==> src/rtl/nand_dec_pkg.sv <==
// Shared types and command encodings for the NAND command decoder.
// Assumes an 8-bit bus; encodings are fixed by the host protocol.
package nand_dec_pkg;

    typedef enum logic [2:0] {
        OP_NONE  = 3'd0,
        OP_READ  = 3'd1,
        OP_PROG  = 3'd2,
        OP_COPY  = 3'd3,
        OP_ERASE = 3'd4,
        OP_STAT  = 3'd5,
        OP_ID    = 3'd6,
        OP_RESET = 3'd7
    } op_e;

    typedef enum logic [1:0] {
        AREA_LO = 2'd0,
        AREA_HI = 2'd1,
        AREA_SP = 2'd2
    } area_e;

    typedef enum logic [2:0] {
        S_IDLE, S_RADDR, S_PADDR, S_PDATA, S_EADDR, S_ECONF, S_CBADDR, S_CBCONF
    } st_e;

    localparam logic [7:0] C_RD_LO    = 8'h00;
    localparam logic [7:0] C_RD_HI    = 8'h01;
    localparam logic [7:0] C_CB_SRC   = 8'h03;
    localparam logic [7:0] C_RD_SP    = 8'h50;
    localparam logic [7:0] C_PRG      = 8'h80;
    localparam logic [7:0] C_ERS      = 8'h60;
    localparam logic [7:0] C_ID       = 8'h90;
    localparam logic [7:0] C_STAT     = 8'h70;
    localparam logic [7:0] C_MSTAT    = 8'h71;
    localparam logic [7:0] C_RST      = 8'hFF;
    localparam logic [7:0] C_CB_DST   = 8'h8A;
    localparam logic [7:0] C_GO       = 8'h10;
    localparam logic [7:0] C_GO_DUMMY = 8'h11;
    localparam logic [7:0] C_ERS_GO   = 8'hD0;

endpackage

==> src/rtl/nand_bus_sampler.sv <==
// Detects a rising write strobe under chip enable and classifies the byte.
// Assumes we_n is already synchronous to clk; one registered stage of history.
module nand_bus_sampler (
    input  logic clk,
    input  logic rst_n,
    input  logic ce_n,
    input  logic we_n,
    input  logic cle,
    input  logic ale,
    output logic cmd_stb,
    output logic adr_stb,
    output logic dat_stb
);

    logic we_q;
    logic edge_seen;

    // Remember last strobe level to find its rising transition.
    always_ff @(posedge clk) begin
        if (!rst_n) we_q <= 1'b1;
        else        we_q <= we_n;
    end

    // Classify the byte in the cycle of the strobe rise.
    always_comb begin
        edge_seen = !ce_n && we_n && !we_q;
        cmd_stb   = edge_seen &&  cle && !ale;
        adr_stb   = edge_seen && !cle &&  ale;
        dat_stb   = edge_seen && !cle && !ale;
    end

    // a strobe rise needs a low cycle before it, so strobes never abut.
    a_r1_strobe_gap: assert property (@(posedge clk) disable iff (!rst_n)
        (cmd_stb || adr_stb || dat_stb) |=> !(cmd_stb || adr_stb || dat_stb));

endmodule

==> src/rtl/nand_addr_asm.sv <==
// Counts address bytes and assembles column and row for the active phase.
// Assumes the sequencer pulses clr at the start of each address phase and
// raises take only for accepted address bytes.
module nand_addr_asm
    import nand_dec_pkg::*;
#(
    parameter int PAGE_HALF  = 256,
    parameter int SPARE_COLS = 16,
    parameter int ROW_CYC    = 3,
    parameter int COL_W      = 10,
    parameter int ROW_W      = 24
) (
    input  logic             clk,
    input  logic             rst_n,
    input  logic             clr,
    input  logic             take,
    input  logic             with_col,
    input  area_e            area,
    input  logic [7:0]       byte_in,
    output logic             last,
    output logic [COL_W-1:0] col,
    output logic [ROW_W-1:0] row
);

    localparam int CNT_W = $clog2(ROW_CYC + 2);
    localparam int SP_W  = $clog2(SPARE_COLS);

    logic [CNT_W-1:0] cnt;
    logic [CNT_W-1:0] need;
    logic [CNT_W-1:0] row_idx;
    logic [COL_W-1:0] col_next;

    // Cycle count for this phase, final-byte detect and column mapping.
    always_comb begin
        need    = with_col ? CNT_W'(ROW_CYC + 1) : CNT_W'(ROW_CYC);
        last    = take && (cnt == need - CNT_W'(1));
        row_idx = with_col ? cnt - CNT_W'(1) : cnt;
        case (area)
            AREA_HI: col_next = COL_W'(PAGE_HALF) + COL_W'(byte_in);
            AREA_SP: col_next = COL_W'(2 * PAGE_HALF) + COL_W'(byte_in[SP_W-1:0]);
            default: col_next = COL_W'(byte_in);
        endcase
    end

    // Store column byte first (if any), then row bytes low to high.
    always_ff @(posedge clk) begin
        if (!rst_n) begin
            cnt <= '0;
            col <= '0;
            row <= '0;
        end else if (clr) begin
            cnt <= '0;
            row <= '0;
        end else if (take) begin
            cnt <= last ? '0 : cnt + CNT_W'(1);
            if (with_col && cnt == '0) begin
                col <= col_next;
            end else begin
                for (int i = 0; i < ROW_CYC; i++) begin
                    if (row_idx == CNT_W'(i)) row[8*i +: 8] <= byte_in;
                end
            end
        end
    end

    // address registers hold unless a byte is taken or a phase starts.
    a_r12_addr_hold: assert property (@(posedge clk) disable iff (!rst_n)
        (!take && !clr) |=> ($stable(row) && $stable(col)));

endmodule

==> src/rtl/nand_seq_fsm.sv <==
// Recognises command sequences, tracks the read-area pointer and erase
// plane count, and emits one-cycle requests, data strobes and errors.
// Assumes at most one strobe per cycle from the sampler.
module nand_seq_fsm
    import nand_dec_pkg::*;
#(
    parameter int MAX_PLANES = 4,
    parameter int PL_W       = 3
) (
    input  logic            clk,
    input  logic            rst_n,
    input  logic            cmd_stb,
    input  logic            adr_stb,
    input  logic            dat_stb,
    input  logic [7:0]      byte_in,
    input  logic            busy,
    input  logic            addr_last,
    output logic            clr,
    output logic            take,
    output logic            with_col,
    output area_e           area,
    output logic            req_valid,
    output op_e             req_op,
    output logic            req_flag,
    output logic [PL_W-1:0] req_planes,
    output logic            dat_valid,
    output logic [7:0]      dat_byte,
    output logic            seq_err
);

    st_e             state, nxt_state;
    area_e           nxt_area;
    logic            cb_ok, nxt_cb;
    logic            rd_issue, nxt_rd;
    logic [PL_W-1:0] planes, nxt_pl;
    logic            cmd_ok, in_addr, busy_ok_cmd;
    logic            p_valid, p_flag, p_err, p_dv;
    op_e             p_op;

    // Acceptance gating and address-phase control toward the assembler.
    always_comb begin
        busy_ok_cmd = (byte_in == C_RST) || (byte_in == C_STAT) || (byte_in == C_MSTAT);
        cmd_ok      = cmd_stb && (!busy || busy_ok_cmd);
        in_addr     = (state == S_RADDR) || (state == S_PADDR) ||
                      (state == S_EADDR) || (state == S_CBADDR);
        take        = adr_stb && !busy && in_addr;
        with_col    = (state != S_EADDR);
    end

    // Next-state, pointer, plane count and pulse decode.
    always_comb begin
        nxt_state = state;
        nxt_area  = area;
        nxt_cb    = cb_ok;
        nxt_rd    = rd_issue;
        nxt_pl    = planes;
        p_valid   = 1'b0;
        p_op      = OP_NONE;
        p_flag    = 1'b0;
        p_err     = 1'b0;
        p_dv      = 1'b0;
        clr       = 1'b0;
        if (cmd_ok) begin
            if (byte_in == C_RST) begin
                nxt_state = S_IDLE;
                nxt_area  = AREA_LO;
                nxt_cb    = 1'b0;
                nxt_pl    = '0;
                p_valid   = 1'b1;
                p_op      = OP_RESET;
            end else if (byte_in == C_STAT || byte_in == C_MSTAT) begin
                p_valid = 1'b1;
                p_op    = OP_STAT;
                p_flag  = (byte_in == C_MSTAT);
            end else begin
                nxt_cb = 1'b0;
                case (state)
                    S_IDLE: begin
                        case (byte_in)
                            C_RD_LO:  begin nxt_area = AREA_LO; nxt_rd = 1'b1; nxt_state = S_RADDR; clr = 1'b1; end
                            C_RD_HI:  begin nxt_area = AREA_HI; nxt_rd = 1'b1; nxt_state = S_RADDR; clr = 1'b1; end
                            C_RD_SP:  begin nxt_area = AREA_SP; nxt_rd = 1'b1; nxt_state = S_RADDR; clr = 1'b1; end
                            C_CB_SRC: begin nxt_rd = 1'b0; nxt_state = S_RADDR; clr = 1'b1; end
                            C_PRG:    begin nxt_state = S_PADDR; clr = 1'b1; end
                            C_ERS:    begin nxt_state = S_EADDR; nxt_pl = PL_W'(1); clr = 1'b1; end
                            C_ID:     begin p_valid = 1'b1; p_op = OP_ID; end
                            C_CB_DST: begin
                                if (cb_ok) begin nxt_state = S_CBADDR; clr = 1'b1; end
                                else p_err = 1'b1;
                            end
                            default:  p_err = 1'b1;
                        endcase
                    end
                    S_PDATA: begin
                        if (byte_in == C_GO || byte_in == C_GO_DUMMY) begin
                            p_valid   = 1'b1;
                            p_op      = OP_PROG;
                            p_flag    = (byte_in == C_GO_DUMMY);
                            nxt_state = S_IDLE;
                            if (area == AREA_HI) nxt_area = AREA_LO;
                        end else p_err = 1'b1;
                    end
                    S_ECONF: begin
                        if (byte_in == C_ERS && planes < PL_W'(MAX_PLANES)) begin
                            nxt_pl    = planes + PL_W'(1);
                            nxt_state = S_EADDR;
                            clr       = 1'b1;
                        end else if (byte_in == C_ERS_GO) begin
                            p_valid   = 1'b1;
                            p_op      = OP_ERASE;
                            nxt_state = S_IDLE;
                        end else p_err = 1'b1;
                    end
                    S_CBCONF: begin
                        if (byte_in == C_GO || byte_in == C_GO_DUMMY) begin
                            p_valid   = 1'b1;
                            p_op      = OP_COPY;
                            p_flag    = (byte_in == C_GO_DUMMY);
                            nxt_state = S_IDLE;
                        end else p_err = 1'b1;
                    end
                    default: p_err = 1'b1;
                endcase
                if (p_err) nxt_state = S_IDLE;
            end
        end else if (take) begin
            if (addr_last) begin
                case (state)
                    S_RADDR: begin
                        nxt_state = S_IDLE;
                        nxt_cb    = 1'b1;
                        if (rd_issue) begin
                            p_valid = 1'b1;
                            p_op    = OP_READ;
                            if (area == AREA_HI) nxt_area = AREA_LO;
                        end
                    end
                    S_PADDR:  nxt_state = S_PDATA;
                    S_EADDR:  nxt_state = S_ECONF;
                    S_CBADDR: nxt_state = S_CBCONF;
                    default:  nxt_state = state;
                endcase
            end
        end else if (adr_stb && !busy) begin
            p_err     = 1'b1;
            nxt_state = S_IDLE;
            nxt_cb    = 1'b0;
        end else if (dat_stb && !busy && state == S_PDATA) begin
            p_dv = 1'b1;
        end
    end

    // Register sequence state and the one-cycle outputs.
    always_ff @(posedge clk) begin
        if (!rst_n) begin
            state     <= S_IDLE;
            area      <= AREA_LO;
            cb_ok     <= 1'b0;
            rd_issue  <= 1'b0;
            planes    <= '0;
            req_valid <= 1'b0;
            req_op    <= OP_NONE;
            req_flag  <= 1'b0;
            seq_err   <= 1'b0;
            dat_valid <= 1'b0;
            dat_byte  <= '0;
        end else begin
            state     <= nxt_state;
            area      <= nxt_area;
            cb_ok     <= nxt_cb;
            rd_issue  <= nxt_rd;
            planes    <= nxt_pl;
            req_valid <= p_valid;
            req_op    <= p_op;
            req_flag  <= p_flag;
            seq_err   <= p_err;
            dat_valid <= p_dv;
            if (p_dv) dat_byte <= byte_in;
        end
    end

    assign req_planes = planes;

    // a request never lasts two cycles.
    a_r13_req_single: assert property (@(posedge clk) disable iff (!rst_n)
        req_valid |=> !req_valid);

    // an error and a request never coincide.
    a_r11_err_excl: assert property (@(posedge clk) disable iff (!rst_n)
        seq_err |-> !req_valid);

    // a command refused while busy yields neither request nor error.
    a_r10_busy_ignore: assert property (@(posedge clk) disable iff (!rst_n)
        (busy && cmd_stb && !busy_ok_cmd) |=> (!req_valid && !seq_err));

    // plane count stays within the limit.
    a_r7_planes_range: assert property (@(posedge clk) disable iff (!rst_n)
        planes <= PL_W'(MAX_PLANES));

    // an erase request always carries at least one plane.
    a_r7_erase_planes: assert property (@(posedge clk) disable iff (!rst_n)
        (req_valid && req_op == OP_ERASE) |-> (planes != '0));

    // data strobes only appear while in the program data phase.
    a_r6_data_phase: assert property (@(posedge clk) disable iff (!rst_n)
        dat_valid |-> (state == S_PDATA));

endmodule

==> src/rtl/nand_cmd_decoder.sv <==
// Top of the NAND command/address decoder: bus sampler, address assembler
// and sequence recogniser. Assumes synchronous bus inputs, reset active low.
module nand_cmd_decoder
    import nand_dec_pkg::*;
#(
    parameter int PAGE_HALF  = 256,
    parameter int SPARE_COLS = 16,
    parameter int ROW_CYC    = 3,
    parameter int MAX_PLANES = 4,
    localparam int COL_W     = $clog2(2 * PAGE_HALF + SPARE_COLS),
    localparam int ROW_W     = 8 * ROW_CYC,
    localparam int PL_W      = $clog2(MAX_PLANES + 1)
) (
    input  logic             clk,
    input  logic             rst_n,
    input  logic             ce_n,
    input  logic             we_n,
    input  logic             cle,
    input  logic             ale,
    input  logic [7:0]       io,
    input  logic             busy,
    output logic             req_valid,
    output logic [2:0]       req_op,
    output logic             req_flag,
    output logic [COL_W-1:0] req_col,
    output logic [ROW_W-1:0] req_row,
    output logic [PL_W-1:0]  req_planes,
    output logic             dat_valid,
    output logic [7:0]       dat_byte,
    output logic             seq_err
);

    logic  cmd_stb, adr_stb, dat_stb;
    logic  clr, take, with_col, addr_last;
    area_e area;
    op_e   op_q;

    nand_bus_sampler u_smp (
        .clk     (clk),
        .rst_n   (rst_n),
        .ce_n    (ce_n),
        .we_n    (we_n),
        .cle     (cle),
        .ale     (ale),
        .cmd_stb (cmd_stb),
        .adr_stb (adr_stb),
        .dat_stb (dat_stb)
    );

    nand_addr_asm #(
        .PAGE_HALF  (PAGE_HALF),
        .SPARE_COLS (SPARE_COLS),
        .ROW_CYC    (ROW_CYC),
        .COL_W      (COL_W),
        .ROW_W      (ROW_W)
    ) u_asm (
        .clk      (clk),
        .rst_n    (rst_n),
        .clr      (clr),
        .take     (take),
        .with_col (with_col),
        .area     (area),
        .byte_in  (io),
        .last     (addr_last),
        .col      (req_col),
        .row      (req_row)
    );

    nand_seq_fsm #(
        .MAX_PLANES (MAX_PLANES),
        .PL_W       (PL_W)
    ) u_fsm (
        .clk        (clk),
        .rst_n      (rst_n),
        .cmd_stb    (cmd_stb),
        .adr_stb    (adr_stb),
        .dat_stb    (dat_stb),
        .byte_in    (io),
        .busy       (busy),
        .addr_last  (addr_last),
        .clr        (clr),
        .take       (take),
        .with_col   (with_col),
        .area       (area),
        .req_valid  (req_valid),
        .req_op     (op_q),
        .req_flag   (req_flag),
        .req_planes (req_planes),
        .dat_valid  (dat_valid),
        .dat_byte   (dat_byte),
        .seq_err    (seq_err)
    );

    assign req_op = op_q;

endmodule

==> config.mk <==
export PLATFORM = sky130hd
export DESIGN_NAME = nand_cmd_decoder
export DESIGN_NICKNAME = d
export VERILOG_FILES = /design/src/rtl/nand_dec_pkg.sv /design/src/rtl/nand_bus_sampler.sv /design/src/rtl/nand_addr_asm.sv /design/src/rtl/nand_seq_fsm.sv /design/src/rtl/nand_cmd_decoder.sv
export SDC_FILE = /design/constraint.sdc
export NUM_CORES = 1
export LEC_CHECK = 0
export BUFFER_PORTS_ARGS = -buffer_cell sky130_fd_sc_hd__buf_4
export CORE_ASPECT_RATIO = 0.5
export CORE_MARGIN = 5
export CORE_UTILIZATION = 52
export CTS_BUF_LIST = sky130_fd_sc_hd__clkbuf_4
export CTS_CLUSTER_DIAMETER = 150
export DETAILED_ROUTE_END_ITERATION = 16
export HOLD_SLACK_MARGIN = 0.1
export PLACE_DENSITY_LB_ADDON = 0.08
export SLEW_MARGIN = 10
export SYNTH_ARGS = -nofsm -noshare
export SYNTH_HDL_FRONTEND = slang
export SYNTH_SLANG_ARGS = --single-unit
==> constraint.sdc <==
create_clock -name clk -period 2.6 [get_ports clk]
set_input_delay 0.13 -clock clk [delete_from_list [all_inputs] [get_ports clk]]
set_output_delay 0.13 -clock clk [all_outputs]
set_load 0.005 [all_outputs]
==> results_dict.tcl <==
set metrics [dict create \
    rr_startpoint "u_asm.cnt[0]" \
    grt_antenna_before_repair 0 \
    drt_wl_total_um 10000 \
    grt_pass1_vias 3141 \
    syn_avg_cell_area_um2 8.67 \
    start_util_pct 54.9 \
    drv_cap 0 \
    endpoint_kind "register" \
    yosys.area.top_type "dfxtp_1" \
    grt.total_usage_pct 25.3 \
    synthTopCellsByArea "dfxtp_1, mux2i_1, nor2_1" \
    drv_slew 0 \
    topRoutingLayerUsed "met4" \
    timing.setup.tns_ns 0 \
    rsz0062_at_grt "no" \
    coreArea_um2 6210 \
    relSlewSlack_pct 59.4 \
    yosysWarningCount 0 \
    critical_path_class "reg2reg" \
    hold_path.class "in2reg" \
    ctsLongestPathBuffers 2 \
    grt_max_degree 29 \
    critPathMaxFanout 8 \
    std_cell_rows 20 \
    antenna_cells 0 \
    routedWlPerCell_um 17.9 \
    synth_compound_area_share_pct 15.9 \
    die_x_um 124 \
    rr_worst_depth 9 \
    r2r_slack_ns 0.22 \
    synth_seq_area_share_pct 37.0 \
    vias 3217 \
    period_share_pct 91.6 \
    synth_top_family_by_area "simple AND/OR/NAND/NOR gates" \
    port_buffers 66 \
    power_density_nw_per_um2 447 \
    synthMuxAreaShare_pct 9.40 \
    die-area_um2 8370 \
    setup_ws_ns 0.218 \
    synth_fp_nets 415 \
    cts_root_buffer "clkbuf_4" \
    post-route-cell-area_um2 4230 \
    worst_pin_slew_ns 0.608 \
    hold_violations 0 \
    netlist.area_leader.share_pct 37.0 \
    power.leakage_nw 1.68 \
    via_per_inst 5.74 \
    placed_area_um2 3920 \
    gp_congestion 0.944 \
    synth_area_um2 3410 \
    cts-buffers-inserted 9 \
    synth-seq-cells 63 \
    post-dp-hpwl_um 6980 \
    cp.required_ns 2.93 \
    ant_nets 0 \
    hp-start "ce_n" \
    wl_met2_um 4410 \
    startpoint_type "register" \
    wl_met1_um 4630 \
    first_pass_iters 5 \
    irDropWorstVdd_mv 0.468 \
    nNetsFinal 489 \
    synthAdderAreaFrac_pct 2.57 \
    drc 0 \
    ys.flop_type "dfxtp_1" \
    finalSetupViolations 0 \
    syn-instance-count 393 \
    min_path_cells 5 \
    finClkSkew_ns 0.0145 \
    layout_commonest_cell "buf_4" \
    final_cell_mix "buf_4, dfxtp_1, nor2_1" \
    worstPathArrival_ns 2.71 \
    worstSkewPairLatency_ns 0.44 \
    clkSlewWorstSetupHoldPaths_ns 0.12 \
    ys_async_sr_fraction_pct 0 \
    status "finished, final reports clean" \
    min_period_ns 2.38 \
    grt_pass1_wl_um 16600 \
    fmax_mhz 420 \
    clock-sinks 63 \
    synth_xor_xnor_area_share_pct 0.771 \
    grt_overflow 0 \
    worstHoldEndpoint "u_fsm.cb_ok" \
    cts-htree-levels 3 \
    reg2reg_to "u_asm.row[16]" \
    drive_gt1_share_pct 26.5 \
    drtIter0Drc 376 \
    die_height_um 67.2 \
    cts_tree "done" \
    synthDistinctLibCells 75 \
    num_io_pins 67 \
    cts_setup_buffers 0 \
    route.met3.wl_um 892 \
    dp_slack_ns 0.111 \
    syn_to_final_growth_pct 24.2 \
    synth-edff-count 0 \
    yosys.area_share.simple_pct 28.1 \
]
## worst max-delay path, cell delays in order, from the launching register on
cell	delay, ns
dfxtp_2	0.44
inv_1	0.13
ha_1	0.25
or3_1	0.36
a211oi_1	0.29
o21bai_2	0.13
a211oi_4	0.16
buf_4	0.22
mux2i_1	0.26
nor2_2	0.04
## cells by family after synthesis
group                    count (synthesis)
multiplexers                            32
flip-flops                              63
buffers and inverters                   39
AO/OA/AOI/OAI                           72
adder cells (fa/ha/maj)                  7
XOR/XNOR                                 3
AND/OR/NAND/NOR                        177
## routing by layer
layer  global-route usage [%]  vias to the layer above
li1                         -                     1541
met1                     32.7                     1501
met2                     40.0                      162
met3                     8.37                       13
met4                     9.84                        0
met5                        0                        -
## cells in the mapped netlist, types with 5 or more instances
master    number
inv_1         10
clkbuf_1      11
ha_1           7
mux2i_1       32
a21oi_1       25
or3_1          5
nor2_2         9
buf_2          7
o21ai_0        6
nand2_1       35
buf_6          6
nand3_1       14
nor3_1         7
nor2_1        55
nor4_1         5
dfxtp_1       63
nand4_1        6
nand3b_1       5
## state kept, by name, summed over array words and instances, names as in the netlist
name,flops
u_asm.cnt,3
u_asm.col,10
u_asm.row,24
u_fsm.area,2
u_fsm.cb_ok,1
u_fsm.dat_byte,8
u_fsm.dat_valid,1
u_fsm.rd_issue,1
u_fsm.req_flag,1
u_fsm.req_op,3
u_fsm.req_planes,3
u_fsm.req_valid,1
u_fsm.seq_err,1
u_fsm.state,3
u_smp.we_q,1
## power breakdown
group / switching, mW / internal (mW) / leakage (nW)
Clock: 0.400 / 0.391 / 0.0802
Sequential: 0.000511 / 0.966 / 0.508
Combinational: 0.0878 / 0.0484 / 1.09
## area by class of cell
type	count	area, um2
Sequential cell	63	1260
Clock inverter	7	96.3
Timing Repair Buffer	91	721
Clock buffer	9	67.6
Fill cell	542	1970
Inverter	11	41.3
Multi-Input combinational cell	291	1930
Tap cell	88	110
## stage by stage
step | utilization, % | power, mW | std cells | hold WS [ns]
after floorplan | - | 1.06 | 393 | 0.231
after detailed placement | 63.1 | 1.11 | 529 | 0.336
after CTS | 68.2 | 1.91 | 560 | 0.218
after global routing | 68.2 | 1.98 | 560 | 0.232
final | 68.2 | 1.89 | 560 | 0.264
after global placement | 63.1 | 1.10 | 529 | 0.323
## timing repair
action,4_1_cts,5_1_grt
endpoints found under the hold margin,44,0
setup endpoints to repair,0,6
gates resized for setup,0,1
hold buffers,15,0
## how the worst max path moves through the flow
stage / from / slack (ns) / cells past startpoint / to
3_3_place_gp: u_asm.cnt[0] / 0.27 / 9 / u_asm.row[18]
5_1_grt: u_fsm.state[2] / 0.07 / 6 / u_asm.row[14]
4_1_cts: u_asm.cnt[0] / 0.1 / 9 / u_asm.row[16]
2_1_floorplan: u_asm.cnt[0] / 0.16 / 9 / u_asm.row[23]
3_5_place_dp: u_asm.cnt[0] / 0.11 / 9 / u_asm.row[16]
6_report: u_asm.cnt[0] / 0.22 / 9 / u_asm.row[16]
Power figures use the tool's default switching activity.
